===== src/rtl/vicp_pkg.sv =====
package vicp_pkg;
   // word addresses of the register file
   localparam int unsigned W_RAW       = 0;
   localparam int unsigned W_ACT       = 1;
   localparam int unsigned W_ENSET     = 2;
   localparam int unsigned W_ENCLR     = 3;
   localparam int unsigned W_DFLT      = 4;
   localparam int unsigned W_VEC       = 5;
   localparam int unsigned W_CTRL_BASE = 32;
   localparam int unsigned W_HADR_BASE = 48;
   localparam int unsigned CTRL_EN_BIT = 5;
   localparam int unsigned MAX_SLOTS   = 16;
endpackage


===== src/rtl/vicp_slot_bank.sv =====
module vicp_slot_bank
   import vicp_pkg::*;
#(
   parameter int unsigned N_SLOT = 16,
   parameter int unsigned SRC_W  = 5,
   parameter int unsigned DW     = 32,
   parameter int unsigned AW     = 7
) (
   input  logic                            clk_i,
   input  logic                            rst_ni,
   input  logic                            wr_en_i,
   input  logic [AW-1:0]                   wr_addr_i,
   input  logic [DW-1:0]                   wr_data_i,
   output logic [N_SLOT-1:0]               slot_en_o,
   output logic [N_SLOT-1:0][SRC_W-1:0]    slot_src_o,
   output logic [N_SLOT-1:0][DW-1:0]       slot_hadr_o
);
   for (genvar g = 0; g < N_SLOT; g++) begin : g_slot
      logic ctrl_we, hadr_we;
      assign ctrl_we = wr_en_i && (wr_addr_i == AW'(W_CTRL_BASE + g));
      assign hadr_we = wr_en_i && (wr_addr_i == AW'(W_HADR_BASE + g));

      always_ff @(posedge clk_i or negedge rst_ni) begin
         if (!rst_ni) begin
            slot_en_o[g]  <= 1'b0;
            slot_src_o[g] <= '0;
         end else if (ctrl_we) begin
            slot_en_o[g]  <= wr_data_i[CTRL_EN_BIT];
            slot_src_o[g] <= wr_data_i[SRC_W-1:0];
         end
      end

      always_ff @(posedge clk_i or negedge rst_ni) begin
         if (!rst_ni)      slot_hadr_o[g] <= '0;
         else if (hadr_we) slot_hadr_o[g] <= wr_data_i;
      end
   end
endmodule


===== src/rtl/vicp_resolve.sv =====
module vicp_resolve #(
   parameter int unsigned N_SRC  = 32,
   parameter int unsigned N_SLOT = 16,
   parameter int unsigned SRC_W  = 5,
   localparam int unsigned SLOT_W = (N_SLOT > 1) ? $clog2(N_SLOT) : 1
) (
   input  logic [N_SRC-1:0]             act_i,
   input  logic [N_SLOT-1:0]            slot_en_i,
   input  logic [N_SLOT-1:0][SRC_W-1:0] slot_src_i,
   output logic [N_SLOT-1:0]            hit_o,
   output logic                         any_o,
   output logic [SLOT_W-1:0]            win_o
);
   for (genvar g = 0; g < N_SLOT; g++) begin : g_hit
      assign hit_o[g] = slot_en_i[g] && act_i[slot_src_i[g]];
   end

   assign any_o = |hit_o;

   // scan from the lowest priority upward so slot 0 is assigned last
   always_comb begin
      win_o = '0;
      for (int k = N_SLOT - 1; k >= 0; k--) begin
         if (hit_o[k]) win_o = SLOT_W'(k);
      end
   end
endmodule


===== src/rtl/vicp_top.sv =====
module vicp_top
   import vicp_pkg::*;
#(
   parameter int unsigned N_SRC  = 32,
   parameter int unsigned N_SLOT = 16,
   parameter int unsigned DW     = 32,
   parameter int unsigned AW     = 7
) (
   input  logic            clk_i,
   input  logic            rst_ni,
   input  logic [31:0]     irq_req_i,
   input  logic            wr_en_i,
   input  logic [6:0]      wr_addr_i,
   input  logic [31:0]     wr_data_i,
   input  logic            rd_en_i,
   input  logic [6:0]      rd_addr_i,
   output logic [31:0]     rd_data_o,
   output logic            irq_o
);
   localparam int unsigned SRC_W  = (N_SRC > 1) ? $clog2(N_SRC) : 1;
   localparam int unsigned SLOT_W = (N_SLOT > 1) ? $clog2(N_SLOT) : 1;

   if (N_SLOT > MAX_SLOTS || N_SLOT < 1) begin : g_bad_slots
      $error("vicp_top: N_SLOT must be 1..16");
   end
   if (N_SRC > DW || N_SRC < 2) begin : g_bad_src
      $error("vicp_top: N_SRC must be 2..DW");
   end
   if (DW != 32 || AW != 7 || N_SRC != 32) begin : g_bad_bus
      $error("vicp_top: port widths are fixed at 32/7 with 32 sources");
   end

   logic [N_SRC-1:0]             en_mask;
   logic [N_SRC-1:0]             act;
   logic [N_SLOT-1:0]            slot_en;
   logic [N_SLOT-1:0][SRC_W-1:0] slot_src;
   logic [N_SLOT-1:0][DW-1:0]    slot_hadr;
   logic [N_SLOT-1:0]            slot_hit;
   logic                         vec_any;
   logic [SLOT_W-1:0]            win_idx;
   logic [DW-1:0]                dflt_addr;
   logic [DW-1:0]                vec_val;
   logic [DW-1:0]                rd_mux;
   logic [3:0]                   rd_sel;

   assign act   = irq_req_i[N_SRC-1:0] & en_mask;
   assign irq_o = |act;

   always_ff @(posedge clk_i or negedge rst_ni) begin
      if (!rst_ni) begin
         en_mask   <= '0;
         dflt_addr <= '0;
      end else if (wr_en_i) begin
         if (wr_addr_i == AW'(W_ENSET)) en_mask <= en_mask | wr_data_i[N_SRC-1:0];
         if (wr_addr_i == AW'(W_ENCLR)) en_mask <= en_mask & ~wr_data_i[N_SRC-1:0];
         if (wr_addr_i == AW'(W_DFLT))  dflt_addr <= wr_data_i;
      end
   end

   vicp_slot_bank #(.N_SLOT(N_SLOT), .SRC_W(SRC_W), .DW(DW), .AW(AW)) u_bank (
      .clk_i       (clk_i),
      .rst_ni      (rst_ni),
      .wr_en_i     (wr_en_i),
      .wr_addr_i   (wr_addr_i),
      .wr_data_i   (wr_data_i),
      .slot_en_o   (slot_en),
      .slot_src_o  (slot_src),
      .slot_hadr_o (slot_hadr)
   );

   vicp_resolve #(.N_SRC(N_SRC), .N_SLOT(N_SLOT), .SRC_W(SRC_W)) u_res (
      .act_i      (act),
      .slot_en_i  (slot_en),
      .slot_src_i (slot_src),
      .hit_o      (slot_hit),
      .any_o      (vec_any),
      .win_o      (win_idx)
   );

   assign vec_val = vec_any ? slot_hadr[win_idx] : dflt_addr;
   assign rd_sel  = rd_addr_i[3:0];

   always_comb begin
      rd_mux = '0;
      if (rd_addr_i == AW'(W_RAW))        rd_mux = irq_req_i;
      else if (rd_addr_i == AW'(W_ACT))   rd_mux = DW'(act);
      else if (rd_addr_i == AW'(W_ENSET)) rd_mux = DW'(en_mask);
      else if (rd_addr_i == AW'(W_DFLT))  rd_mux = dflt_addr;
      else if (rd_addr_i == AW'(W_VEC))   rd_mux = vec_val;
      else if (rd_addr_i >= AW'(W_CTRL_BASE) && rd_addr_i < AW'(W_CTRL_BASE + N_SLOT))
         rd_mux = DW'({slot_en[rd_sel], slot_src[rd_sel]});
      else if (rd_addr_i >= AW'(W_HADR_BASE) && rd_addr_i < AW'(W_HADR_BASE + N_SLOT))
         rd_mux = slot_hadr[rd_sel];
   end

   always_ff @(posedge clk_i or negedge rst_ni) begin
      if (!rst_ni)      rd_data_o <= '0;
      else if (rd_en_i) rd_data_o <= rd_mux;
   end
endmodule


===== config.mk =====
export PLATFORM = sky130hd
export DESIGN_NAME = vicp_top
export DESIGN_NICKNAME = d
export VERILOG_FILES = /design/src/rtl/vicp_pkg.sv /design/src/rtl/vicp_slot_bank.sv /design/src/rtl/vicp_resolve.sv /design/src/rtl/vicp_top.sv
export SDC_FILE = /design/constraint.sdc
export NUM_CORES = 2
export LEC_CHECK = 0
export BUFFER_PORTS_ARGS = -buffer_cell sky130_fd_sc_hd__buf_2
export CAP_MARGIN = 20
export CORE_UTILIZATION = 30
export CTS_CLUSTER_SIZE = 40
export DETAILED_ROUTE_END_ITERATION = 8
export GPL_TIMING_DRIVEN = 0
export PLACE_DENSITY = 0.48
export SLEW_MARGIN = 20
export SYNTH_ARGS = -nofsm -noshare
export SYNTH_HDL_FRONTEND = slang
export SYNTH_HIERARCHICAL = 1
export SYNTH_SLANG_ARGS = --single-unit

===== constraint.sdc =====
create_clock -name clk_i -period 5.3 [get_ports clk_i]
set_input_delay 0.265 -clock clk_i [delete_from_list [all_inputs] [get_ports clk_i]]
set_output_delay 0.265 -clock clk_i [all_outputs]
set_load 0.05 [all_outputs]

Word-level counts from Yosys, hierarchy flattened --
Cells that the tools add are included.
Storage, ports and cells: flip-flop bits (word level) 704, word-level logic and storage cells 238
Cells by class: $lt $le $gt $ge 22, equality and inequality tests 39, mux-type cells 66, bitwise logic cells 4, reductions and logical operators 56
Operators by type and width (number):
- two-way mux 32 bit | 12
- binary-select mux 32 bit (select 4 bit) | 2
- equality test 7 x 6 -> 1 bit (second input constant) | 32
- < comparator 5 x 6 -> 1 bit (second input constant) | 16
- binary-select mux 1 bit (select 5 bit) | 16
- AND 32 bit | 2
- two-way mux 4 bit | 16
- logical AND 1 bit | 50
- inverter 32 bit | 1
- bitwise OR 32 bit | 1
- OR reduction 32 bit | 1
- equality test 7 x 2 -> 1 bit (second input constant) | 3
- equality test 7 x 3 -> 1 bit (second input constant) | 3
- binary-select mux 5 bit (select 4 bit) | 1
- two-way mux 1 bit | 17
- OR reduction 16 bit | 1
- greater-or-equal comparator 7 x 6 -> 1 bit (second input constant) | 2
- < comparator 4 x 5 -> 1 bit (second input constant) | 2
- equality test 7 x 1 -> 1 bit (second input constant) | 1
- logical NOT 7 bit | 1
- < comparator 7 x 6 -> 1 bit (second input constant) | 1
- < comparator 7 bit (second input constant) | 1
- two-way mux 5 bit | 1
- binary-select mux 1 bit (select 4 bit) | 1
- other kinds (2) | 3

Longest topological paths before layout --
depth in word-level cells 28, depth in mapped cells 21, gate-level depth less buffers 16

Modules after synthesis --
The synthesis kept the hierarchy.
Modules (own cells, without submodules):
- vicp_slot_bank | instances 1, cells each 1356, area each 22854.4 um^2, seq. area each 15214.6 um^2
- vicp_top | instances 1, cells each 1299, area each 14510.2 um^2, seq. area each 2402.3 um^2
- vicp_resolve | instances 1, cells each 344, area each 4475.5 um^2, seq. area each 0.0 um^2

Least setup slack after synthesis --
No wires, ideal clock.
path kind register -> register, from register u_bank/slot_src_o[45] (netlist name), to register rd_data_o[10], data arrival time 4.379 ns, data required time 5.160 ns, path slack 0.781 ns, cell stages (with the launch flop) 16, path buffers 4, clock period less this slack 4.519 ns, path through dfrtp_1 > clkbuf_1 > mux4_2 > mux4_2 > nand3_1 > nand2_1 > or4_4 > nand2b_1 > a31oi_1 > buf_2 > buf_2 > buf_1 > mux4_2 > mux2_2 > a21oi_1 > o211ai_1
On the way: cells in the longest elaborated chain, start to end 21, elaborated cells between the ends (all ways) 22, classes of those cells mux: 20; reduce/logical: 2
Ends and longest elaborated chain:
- from (decl) | RTL line vicp_slot_bank.sv:15 | output logic [N_SLOT-1:0][SRC_W-1:0] slot_src_o,
- from (signal, indexed assignment) | RTL line vicp_slot_bank.sv:29 | slot_src_o[g] <= wr_data_i[SRC_W-1:0];
- binary-select mux 1 bit (select 5 bit) | RTL line vicp_resolve.sv:15 | assign hit_o[g] = slot_en_i[g] && act_i[slot_src_i[g]];
- two-way mux 1 bit (implied by the code) | RTL line vicp_resolve.sv:15
- logical AND 1 bit | RTL line vicp_resolve.sv:15
- net slot_hit[9] | RTL line vicp_top.sv:38 | logic [N_SLOT-1:0] slot_hit;
- two-way mux 4 bit (10 in series) | RTL line vicp_resolve.sv:24 | if (hit_o[k]) win_o = SLOT_W'(k);
- net win_idx[2] | RTL line vicp_top.sv:40 | logic [SLOT_W-1:0] win_idx;
- binary-select mux 32 bit (select 4 bit) | RTL line vicp_top.sv:80 | assign vec_val = vec_any ? slot_hadr[win_idx] : dflt_addr;
- two-way mux 32 bit (implied by the code) | RTL line vicp_top.sv:80
- two-way mux 32 bit | RTL line vicp_top.sv:80
- two-way mux 32 bit | RTL line vicp_top.sv:89 | else if (rd_addr_i == AW'(W_VEC)) rd_mux = vec_val;
- two-way mux 32 bit | RTL line vicp_top.sv:88 | else if (rd_addr_i == AW'(W_DFLT)) rd_mux = dflt_addr;
- two-way mux 32 bit | RTL line vicp_top.sv:87 | else if (rd_addr_i == AW'(W_ENSET)) rd_mux = DW'(en_mask);
- two-way mux 32 bit | RTL line vicp_top.sv:86 | else if (rd_addr_i == AW'(W_ACT)) rd_mux = DW'(act);
- two-way mux 32 bit | RTL line vicp_top.sv:85 | if (rd_addr_i == AW'(W_RAW)) rd_mux = irq_req_i;
- to (signal assigned) | RTL line vicp_top.sv:98 | else if (rd_en_i) rd_data_o <= rd_mux;
- to (decl) | RTL line vicp_top.sv:17 | output logic [31:0] rd_data_o,
The timed path passes the listed nets, and every way through them passes these cells. The select of a mux whose other input is x is not followed. A chain may end at the register's enable or synchronous reset.

==> results.json <==
{
  "post-route-min-period_ns": 5.32,
  "cts_num_sinks": 704,
  "start_util_pct": 30.4,
  "fin_worst_skew_ns": 0.0195,
  "clock_latency_ns": 0.67,
  "fin_crit_sh_pct": 100,
  "die_h_um": 375,
  "fin_nets": 3352,
  "vdd_drop_max_v": 0.000214,
  "drtPass1Iterations": 6,
  "hold_violations": 0,
  "hold_class": "in -> reg",
  "setup_violations": 6,
  "cp-start-kind": "flip-flop",
  "grt_setup_unrepaired": "yes",
  "max_cap_viol_count": 0,
  "htreeDepth": 3,
  "dp_worst_setup_slack_ns": -1.95,
  "die_w_um": 375,
  "detailed_place_hpwl_mm": 128,
  "vias": 30800,
  "io_buffers": 110,
  "fp-row-count": 136,
  "netlist_area_mm2": 0.0418,
  "cp.required_ns": 5.87,
  "cp.arrival_ns": 5.90,
  "p_leak_nw": 21.2,
  "globalRouteTotalUtil_pct": 25.6,
  "drc": 0,
  "max_freq_ghz": 0.188,
  "cp-end-kind": "flip-flop",
  "grt.overflow.total": 0,
  "ant_nets": 0,
  "grt_pass1_wl_mm": 253,
  "viasPerCell": 6.00,
  "drtIter0Drc": 3455,
  "yosysWarnings": 6,
  "cts_root_buf": "clkbuf_16",
  "drive_gt1_share_pct": 44.3,
  "routedWlPerCell_um": 35.4,
  "drv_slew": 0,
  "area_growth_pct": 17.3,
  "clock_path_buffers": 3,
  "die-area_mm2": 0.141,
  "crit_fanout": 10,
  "cts_tree": "built",
  "place_congestion": 0.926,
  "core_mm2": 0.138,
  "total_power_mw": 15.0,
  "violations": "setup timing",
  "setup_slack_ns": -0.0231,
  "slew_headroom_pct": 21.3,
  "grt_pass1_vias": 30600,
  "powerDensity_mw_per_mm2": 306,
  "critPathKind": "reg -> reg",
  "synth_fp_nets": 3079,
  "syn_avg_cell_area_um2": 14.0,
  "synthCells": 2997,
  "io_pins": 115,
  "grt_max_degree": 96,
  "antenna_found_initial": 27,
  "clk_pin_slew_worst_paths_ns": 0.06,
  "status": "finished, violations left",
  "worstMarginPinSlew_ns": 1.17,
  "min-delay-start": "wr_data_i[17]",
  "numCtsBuffers": 85,
  "wirelength_mm": 182
}
[registers in the layout, indices dropped and copies added, names as in the netlist, named ones only]
signal and cells:
u_bank/slot_en_o 16, dflt_addr 32, u_bank/slot_src_o 80, u_bank/slot_hadr_o 512, rd_data_o 32
[final timing paths]
kind,endpoint,slack (ns),cells after the start
setup reg to reg,rd_data_o[10],-0.02,13
max in group asynchronous,dflt_addr[9],3.48,5
setup / recovery,rd_data_o[10],-0.02,13
hold reg to reg,flip-flop,0.50,2
hold / removal,flip-flop,0.02,3
min in group asynchronous,u_bank/slot_hadr_o[341],0.07,2
[repair_timing]
action	CTS	global route
resized for setup	170	83
cloned	0	3
hold buffers	39	0
setup buffers	5	28
endpoints found under the hold margin	254	0
setup endpoints to repair	32	31
pin swaps	4	8
[cell type report]
type / count / area [µm²]
Clock inverter: 17 / 221
Multi-Input combinational cell: 1963 / 23000
Clock buffer: 131 / 2530
Inverter: 29 / 139
Antenna cell: 9 / 22.5
Buffer: 293 / 1770
Tap cell: 1794 / 2240
Sequential cell: 704 / 17600
Timing Repair Buffer: 194 / 1500
Fill cell: 13400 / 88800
[metrics by stage]
| step | area, µm² | std cells | setup TNS, ns | hold slack [ns] | utilization, % |
|---|---|---|---|---|---|
| 5_1_grt | 49000 | 5127 | -0.0328 | 0.0356 | 35.6 |
| 6_report | 49100 | 5134 | -0.0791 | 0.0243 | 35.6 |
| 4_1_cts | 48500 | 5101 | -0.0354 | 0.000818 | 35.2 |
| 2_1_floorplan | 41800 | 2997 | 0 | -0.0306 | - |
| 3_5_place_dp | 44900 | 4910 | -44.97 | 0.168 | 32.6 |
| 3_3_place_gp | 44600 | 4901 | -8467.13 | 0.481 | 32.4 |
[routing by layer]
metal	GRT usage, %	share of wire [%]	vias up	wire length [µm]
li1	-	-	12200	-
met1	35.7	43	16600	77400
met2	38.8	44	1587	80500
met3	6.20	9.0	375	16400
met4	8.88	4.0	28	7280
met5	0	0.095	-	172
[where the power goes]
group	switching, mW	total (mW)	leakage, nW	internal [mW]
combinational	1.55	2.87	10.2	1.32
sequential	0.400	6.21	9.59	5.81
clock	2.45	5.96	1.36	3.51
total	4.40	15.0	21.2	10.6
[layout by cell type (no fill, tap or decap), types with 14 or more instances in the layout]
cell,n
dfrtp_1,704
mux2_2,494
mux4_2,428
nand2_1,203
buf_2,194
mux2_1,175
clkbuf_1,132
mux2i_1,115
clkbuf_16,89
o21ai_0,68
nand3_1,66
buf_4,65
a21oi_1,50
dlygate4sd3_1,39
nor2_1,36
o22ai_1,33
inv_1,20
clkbuf_8,20
clkbuf_4,19
nand4_1,18
buf_6,16
a22oi_1,16
nor2b_1,15
clkbuf_2,15
nand2b_1,14
[worst max-delay path: stages, from the launching register on]
cell      delay, ns
dfrtp_1        0.39
and2_2         0.37
buf_2          0.31
mux4_2         0.49
mux4_2         0.53
a22o_1         0.26
nor2_1         0.23
nand3_1        0.22
or4_4          0.68
clkbuf_2       0.29
nor3_2         0.60
clkbuf_2       0.49
a222oi_1       0.17
o211ai_1       0.18
Power figures use the tool's default switching activity.
